`config.mk`:
```
export PLATFORM = sky130hd
export DESIGN_NAME = cp_access_gate
export DESIGN_NICKNAME = d
export VERILOG_FILES = /design/src/rtl/cpg_pkg.sv /design/src/rtl/cpg_perm.sv /design/src/rtl/cpg_filter.sv /design/src/rtl/cpg_ctrl.sv /design/src/rtl/cp_access_gate.sv
export SDC_FILE = /design/constraint.sdc
export NUM_CORES = 1
export LEC_CHECK = 0
export ABC_AREA = 1
export BUFFER_PORTS_ARGS = -buffer_cell sky130_fd_sc_hd__buf_2
export CORE_AREA = 2 2 45 47
export DETAILED_ROUTE_END_ITERATION = 16
export DIE_AREA = 0 0 47 49
export PLACE_DENSITY = 0.81
export SYNTH_ARGS = -nofsm -noshare
export SYNTH_HDL_FRONTEND = slang
export SYNTH_SLANG_ARGS = --single-unit
```
`constraint.sdc`:
```
create_clock -name clk -period 2.1 [get_ports clk]
set_input_delay 0.42 -clock clk [delete_from_list [all_inputs] [get_ports clk]]
set_output_delay 0.42 -clock clk [all_outputs]
set_load 0.01 [all_outputs]
```
`src/rtl/cpg_pkg.sv`:
```
package cpg_pkg;

    localparam int DATA_W  = 32;
    localparam int SEL_W   = 3;
    localparam int EN_BIT  = 30;

    typedef enum logic [1:0] {
        CLS_DATA      = 2'd0,
        CLS_MOVE_TO   = 2'd1,
        CLS_MOVE_FROM = 2'd2,
        CLS_RSVD      = 2'd3
    } cls_e;

    localparam logic [SEL_W-1:0] SEL_SYSID = 3'd0;
    localparam logic [SEL_W-1:0] SEL_CTRL  = 3'd1;
    localparam logic [SEL_W-1:0] SEL_FEAT0 = 3'd2;
    localparam logic [SEL_W-1:0] SEL_FEAT1 = 3'd3;

    typedef enum logic [1:0] {
        V_NONE  = 2'd0,
        V_ALLOW = 2'd1,
        V_UNDEF = 2'd2,
        V_HYP   = 2'd3
    } verdict_e;

    typedef struct packed {
        logic [1:0] acr;
        logic       ns_ok;
        logic       trap;
    } cp_ctl_t;

    function automatic logic field_permits(input logic [1:0] f, input logic priv);
        return (f == 2'b11) || (f == 2'b01 && priv);
    endfunction

endpackage

```
`src/rtl/cpg_perm.sv`:
```
module cpg_perm
    import cpg_pkg::*;
#(
    parameter int N_CP = 2
) (
    input  logic             priv,
    input  logic             nonsecure,
    input  logic             hyp_active,
    input  cp_ctl_t [N_CP-1:0] ctl,
    output logic             base_ok,
    output logic             trap_hit
);
    logic [N_CP-1:0] acr_ok;
    logic [N_CP-1:0] ns_ok;
    logic [N_CP-1:0] trap_v;

    for (genvar i = 0; i < N_CP; i++) begin : g_cp
        assign acr_ok[i] = field_permits(ctl[i].acr, priv);
        assign ns_ok[i]  = !nonsecure || ctl[i].ns_ok;
        assign trap_v[i] = ctl[i].trap;
    end

    assign base_ok  = (&acr_ok) && (&ns_ok);
    assign trap_hit = hyp_active && (|trap_v);

endmodule

```
`src/rtl/cpg_filter.sv`:
```
module cpg_filter
    import cpg_pkg::*;
(
    input  logic             en,
    input  logic             priv,
    input  cls_e             cls,
    input  logic [SEL_W-1:0] sel,
    output logic             pass
);
    logic wr_known;
    logic rd_known;
    logic move_ok;

    always_comb begin
        wr_known = (sel == SEL_SYSID) || (sel == SEL_CTRL);
        rd_known = wr_known || (sel == SEL_FEAT0) || (sel == SEL_FEAT1);
        move_ok  = (cls == CLS_MOVE_TO && wr_known) ||
                   (cls == CLS_MOVE_FROM && rd_known);
        if (en)
            pass = (cls == CLS_DATA) || move_ok;
        else
            pass = priv && move_ok;
    end

endmodule

```
`src/rtl/cpg_ctrl.sv`:
```
module cpg_ctrl
    import cpg_pkg::*;
#(
    parameter logic [DATA_W-1:0] SYSID_VAL = 32'h00A5_1230,
    parameter logic [DATA_W-1:0] FEAT0_VAL = 32'h1011_0222,
    parameter logic [DATA_W-1:0] FEAT1_VAL = 32'h0111_1111
) (
    input  logic              clk,
    input  logic              rst,
    input  logic              wr_en,
    input  logic [DATA_W-1:0] wr_data,
    input  logic              rd_en,
    input  logic [SEL_W-1:0]  rd_sel,
    output logic              en,
    output logic [DATA_W-1:0] rd_data
);
    always_ff @(posedge clk) begin
        if (rst)
            en <= 1'b0;
        else if (wr_en)
            en <= wr_data[EN_BIT];
    end

    always_comb begin
        rd_data = '0;
        if (rd_en) begin
            case (rd_sel)
                SEL_SYSID: rd_data = SYSID_VAL;
                SEL_CTRL:  rd_data[EN_BIT] = en;
                SEL_FEAT0: rd_data = FEAT0_VAL;
                SEL_FEAT1: rd_data = FEAT1_VAL;
                default:   rd_data = '0;
            endcase
        end
    end

    // A control write lands on the next edge
    assert_ctrl_load_R9: assert property (@(posedge clk) disable iff (rst)
        wr_en |=> (en == $past(wr_data[EN_BIT])));

    assert_hold_R9: assert property (@(posedge clk) disable iff (rst)
        !wr_en |=> $stable(en));

endmodule

```
`src/rtl/cp_access_gate.sv`:
```
module cp_access_gate
    import cpg_pkg::*;
#(
    parameter logic [31:0] SYSID_VAL = 32'h00A5_1230,
    parameter logic [31:0] FEAT0_VAL = 32'h1011_0222,
    parameter logic [31:0] FEAT1_VAL = 32'h0111_1111
) (
    input  logic        clk,
    input  logic        rst,
    input  logic        instr_valid,
    input  logic        priv,
    input  logic        nonsecure,
    input  logic        hyp_active,
    input  logic [1:0]  acr_cp10,
    input  logic [1:0]  acr_cp11,
    input  logic        ns_cp10,
    input  logic        ns_cp11,
    input  logic        trap_cp10,
    input  logic        trap_cp11,
    input  logic [1:0]  instr_class,
    input  logic [2:0]  sysreg_sel,
    input  logic [31:0] wr_data,
    output logic        allow,
    output logic        undef,
    output logic        hyp_trap,
    output logic [31:0] rd_data
);
    localparam int N_CP = 2;

    cp_ctl_t [N_CP-1:0] ctl;
    cls_e               cls;
    logic               base_ok;
    logic               trap_hit;
    logic               pass;
    logic               en;
    verdict_e           verdict;
    logic               wr_ctrl;
    logic               rd_ok;

    assign ctl[0] = '{acr: acr_cp10, ns_ok: ns_cp10, trap: trap_cp10};
    assign ctl[1] = '{acr: acr_cp11, ns_ok: ns_cp11, trap: trap_cp11};
    assign cls    = cls_e'(instr_class);

    cpg_perm #(.N_CP(N_CP)) u_perm (
        .priv       (priv),
        .nonsecure  (nonsecure),
        .hyp_active (hyp_active),
        .ctl        (ctl),
        .base_ok    (base_ok),
        .trap_hit   (trap_hit)
    );

    cpg_filter u_filter (
        .en   (en),
        .priv (priv),
        .cls  (cls),
        .sel  (sysreg_sel),
        .pass (pass)
    );

    // Order of checks: access fields, then hypervisor trap, then enable/whitelist
    always_comb begin
        if (!instr_valid)   verdict = V_NONE;
        else if (!base_ok)  verdict = V_UNDEF;
        else if (trap_hit)  verdict = V_HYP;
        else if (pass)      verdict = V_ALLOW;
        else                verdict = V_UNDEF;
    end

    assign allow    = (verdict == V_ALLOW);
    assign undef    = (verdict == V_UNDEF);
    assign hyp_trap = (verdict == V_HYP);

    assign wr_ctrl = allow && (cls == CLS_MOVE_TO) && (sysreg_sel == SEL_CTRL);
    assign rd_ok   = allow && (cls == CLS_MOVE_FROM);

    cpg_ctrl #(
        .SYSID_VAL (SYSID_VAL),
        .FEAT0_VAL (FEAT0_VAL),
        .FEAT1_VAL (FEAT1_VAL)
    ) u_ctrl (
        .clk     (clk),
        .rst     (rst),
        .wr_en   (wr_ctrl),
        .wr_data (wr_data),
        .rd_en   (rd_ok),
        .rd_sel  (sysreg_sel),
        .en      (en),
        .rd_data (rd_data)
    );

    assert_reset_off_R1: assert property (@(posedge clk)
        rst |=> !en);

    assert_one_verdict_R2: assert property (@(posedge clk) disable iff (rst)
        instr_valid |-> $countones({allow, undef, hyp_trap}) == 1);

    assert_idle_quiet_R2: assert property (@(posedge clk) disable iff (rst)
        !instr_valid |-> !(allow || undef || hyp_trap));

    assert_user_blocked_R8: assert property (@(posedge clk) disable iff (rst)
        (instr_valid && !en && !priv) |-> !allow);

    assert_trap_first_R5: assert property (@(posedge clk) disable iff (rst)
        (instr_valid && base_ok && trap_hit) |-> hyp_trap);

    assert_access_fields_R3: assert property (@(posedge clk) disable iff (rst)
        (instr_valid && !base_ok) |-> undef);

    assert_rd_quiet_R11: assert property (@(posedge clk) disable iff (rst)
        !allow |-> rd_data == '0);

endmodule

```
==> metrics.csv <==
metric,value,unit
status,completed,
gr-total-overflow,0,
final.setup.tns,0,ns
hold_path.class,reg -> reg,
path_class,in -> out,
yosys_warnings,0,
skew,0,ns
drt_first_iter_violations,1,
hold_buffers,0,
grt_pass1_vias,417,
grt_max_degree,5,
ys_seq_area_frac,0.0416,
hpwl,845,um
critPathArrivalTime,1.46,ns
drt_wl_total,860,um
timing.fmax,533,MHz
required,1.68,ns
rows,16,
synth_area_per_cell,5.95,sq um
cp-start-kind,input port,
pwr_density_cell,140,nW/um^2
grt_pass1_wl,1.45,mm
setup_viol,0,
dieArea,2300,sq um
grt_usage,0.0767,
wl_per_cell,6.28,um
cts_resized,0,
gp_congestion,0.761,
antenna_cells,0,
timing.final.crit_share,0.894,
dr.pass1.iters,3,
largest_reg_flops,1,
layout-drive-gt1-share,0.427,
reg.largest.list,u_ctrl.en: 1 flops,
core,1840,sq um
r2r_slack,1.09,ns
p_total,0.0815,mW
finalHoldViolCount,0,
synth_cell_type_count,18,
syn-cell-area,482,sq um
mostFrequentLayoutCell,buf_2,
ant_nets,0,
finalCriticalPeriod,1.88,ns
power_leakage,0.433,nW
maxCapViolCount,0,
antenna_found_initial,0,
irDropWorstVdd,0.0817,mV
holdWs,0.549,ns
nNetsFinal,163,
postCtsSetupBuffers,0,
clk_pin_slew,0,ns
vias_per_cell,3.54,
vias,485,
synthCells,81,
endpoint_kind,primary output,
final_cell_mix,"37 x buf_2, 17 x conb_1, 14 x inv_1, 12 x nand2_1, 9 x nor2_1",
drc,0,
cp_max_fo,3,
start_util,0.262,
top_level_ports,86,
synth_seq_cells,1,
insertion_delay,0,ns
rsz0062_at_grt,no,
area_growth,20.5,%
regMostFlops,u_ctrl.en,
dieWidth,47,um
slew_violations,0,
portBuffers,37,
chipHeight,49,um
[worst max-delay path: stages]
cell	delay (ns)
buf_2	0.07
inv_1	0.05
nand2_1	0.09
nand4_2	0.13
nor2_4	0.15
nand2_4	0.08
nor2_4	0.10
nand2_1	0.08
nor2_1	0.13
buf_2	0.15
[final timing paths]
check | from | to | depth (start not counted)
hold reg to reg | u_ctrl.en$_SDFFE_PP0P_ | u_ctrl.en$_SDFFE_PP0P_ | 4
setup / recovery | priv | rd_data[18] | 10
setup reg to reg | u_ctrl.en$_SDFFE_PP0P_ | u_ctrl.en$_SDFFE_PP0P_ | 8
hold / removal | u_ctrl.en$_SDFFE_PP0P_ | u_ctrl.en$_SDFFE_PP0P_ | 4
[cell families after synthesis]
| group | share of synthesized area |
|---|---|
| AOI/OAI and AO/OA | 0.0415 |
| buffers and inverters | 0.499 |
| DFF | 0.0416 |
| other | 0.00778 |
| and+or+nand+nor | 0.410 |
[power by group]
group	internal [mW]	switching [mW]
Combinational	0.0225	0.0396
Sequential	0.0194	0.00000212
Clock	0	0
[Yosys cell counts]
| cell | instances | area share |
|---|---|---|
| a21oi_1 | 1 | 0.010 |
| buf_4 | 24 | 0.37 |
| conb_1 | 1 | 0.0078 |
| dfxtp_1 | 1 | 0.042 |
| inv_1 | 14 | 0.11 |
| inv_2 | 2 | 0.016 |
| nand2_1 | 12 | 0.093 |
| nand2_2 | 2 | 0.026 |
| nand2_4 | 2 | 0.047 |
| nand3_1 | 4 | 0.042 |
| nand3b_1 | 1 | 0.016 |
| nand4_1 | 1 | 0.013 |
| nand4_2 | 1 | 0.026 |
| nor2_1 | 9 | 0.070 |
| nor2_4 | 2 | 0.047 |
| nor3_1 | 1 | 0.010 |
| nor3_2 | 1 | 0.021 |
| o21a_1 | 2 | 0.031 |
[stage by stage]
stage / setup slack [ns] / instance area (sq um) / util / std cells
2_1_floorplan: 0.251 / 542 / - / 97
3_3_place_gp: 0.212 / 581 / 0.315 / 137
3_5_place_dp: 0.193 / 581 / 0.315 / 137
4_1_cts: 0.194 / 581 / 0.315 / 137
5_1_grt: 0.0436 / 581 / 0.315 / 137
6_report: 0.223 / 581 / 0.315 / 137
[cell type report]
class	instances	area (sq um)
fill	234	1260
multi-input combinational	56	282
timing repair buffer	37	185
inverter	16	60.1
tap	27	33.8
sequential	1	20.0
[layer usage]
metal,track usage,vias up,part of all wire
li1,-,260,-
met1,0.0690,207,0.35
met2,0.174,18,0.58
met3,0.00370,0,0.076
met4,0,0,0
met5,0,-,0
(Power assumes the default switching activity.)
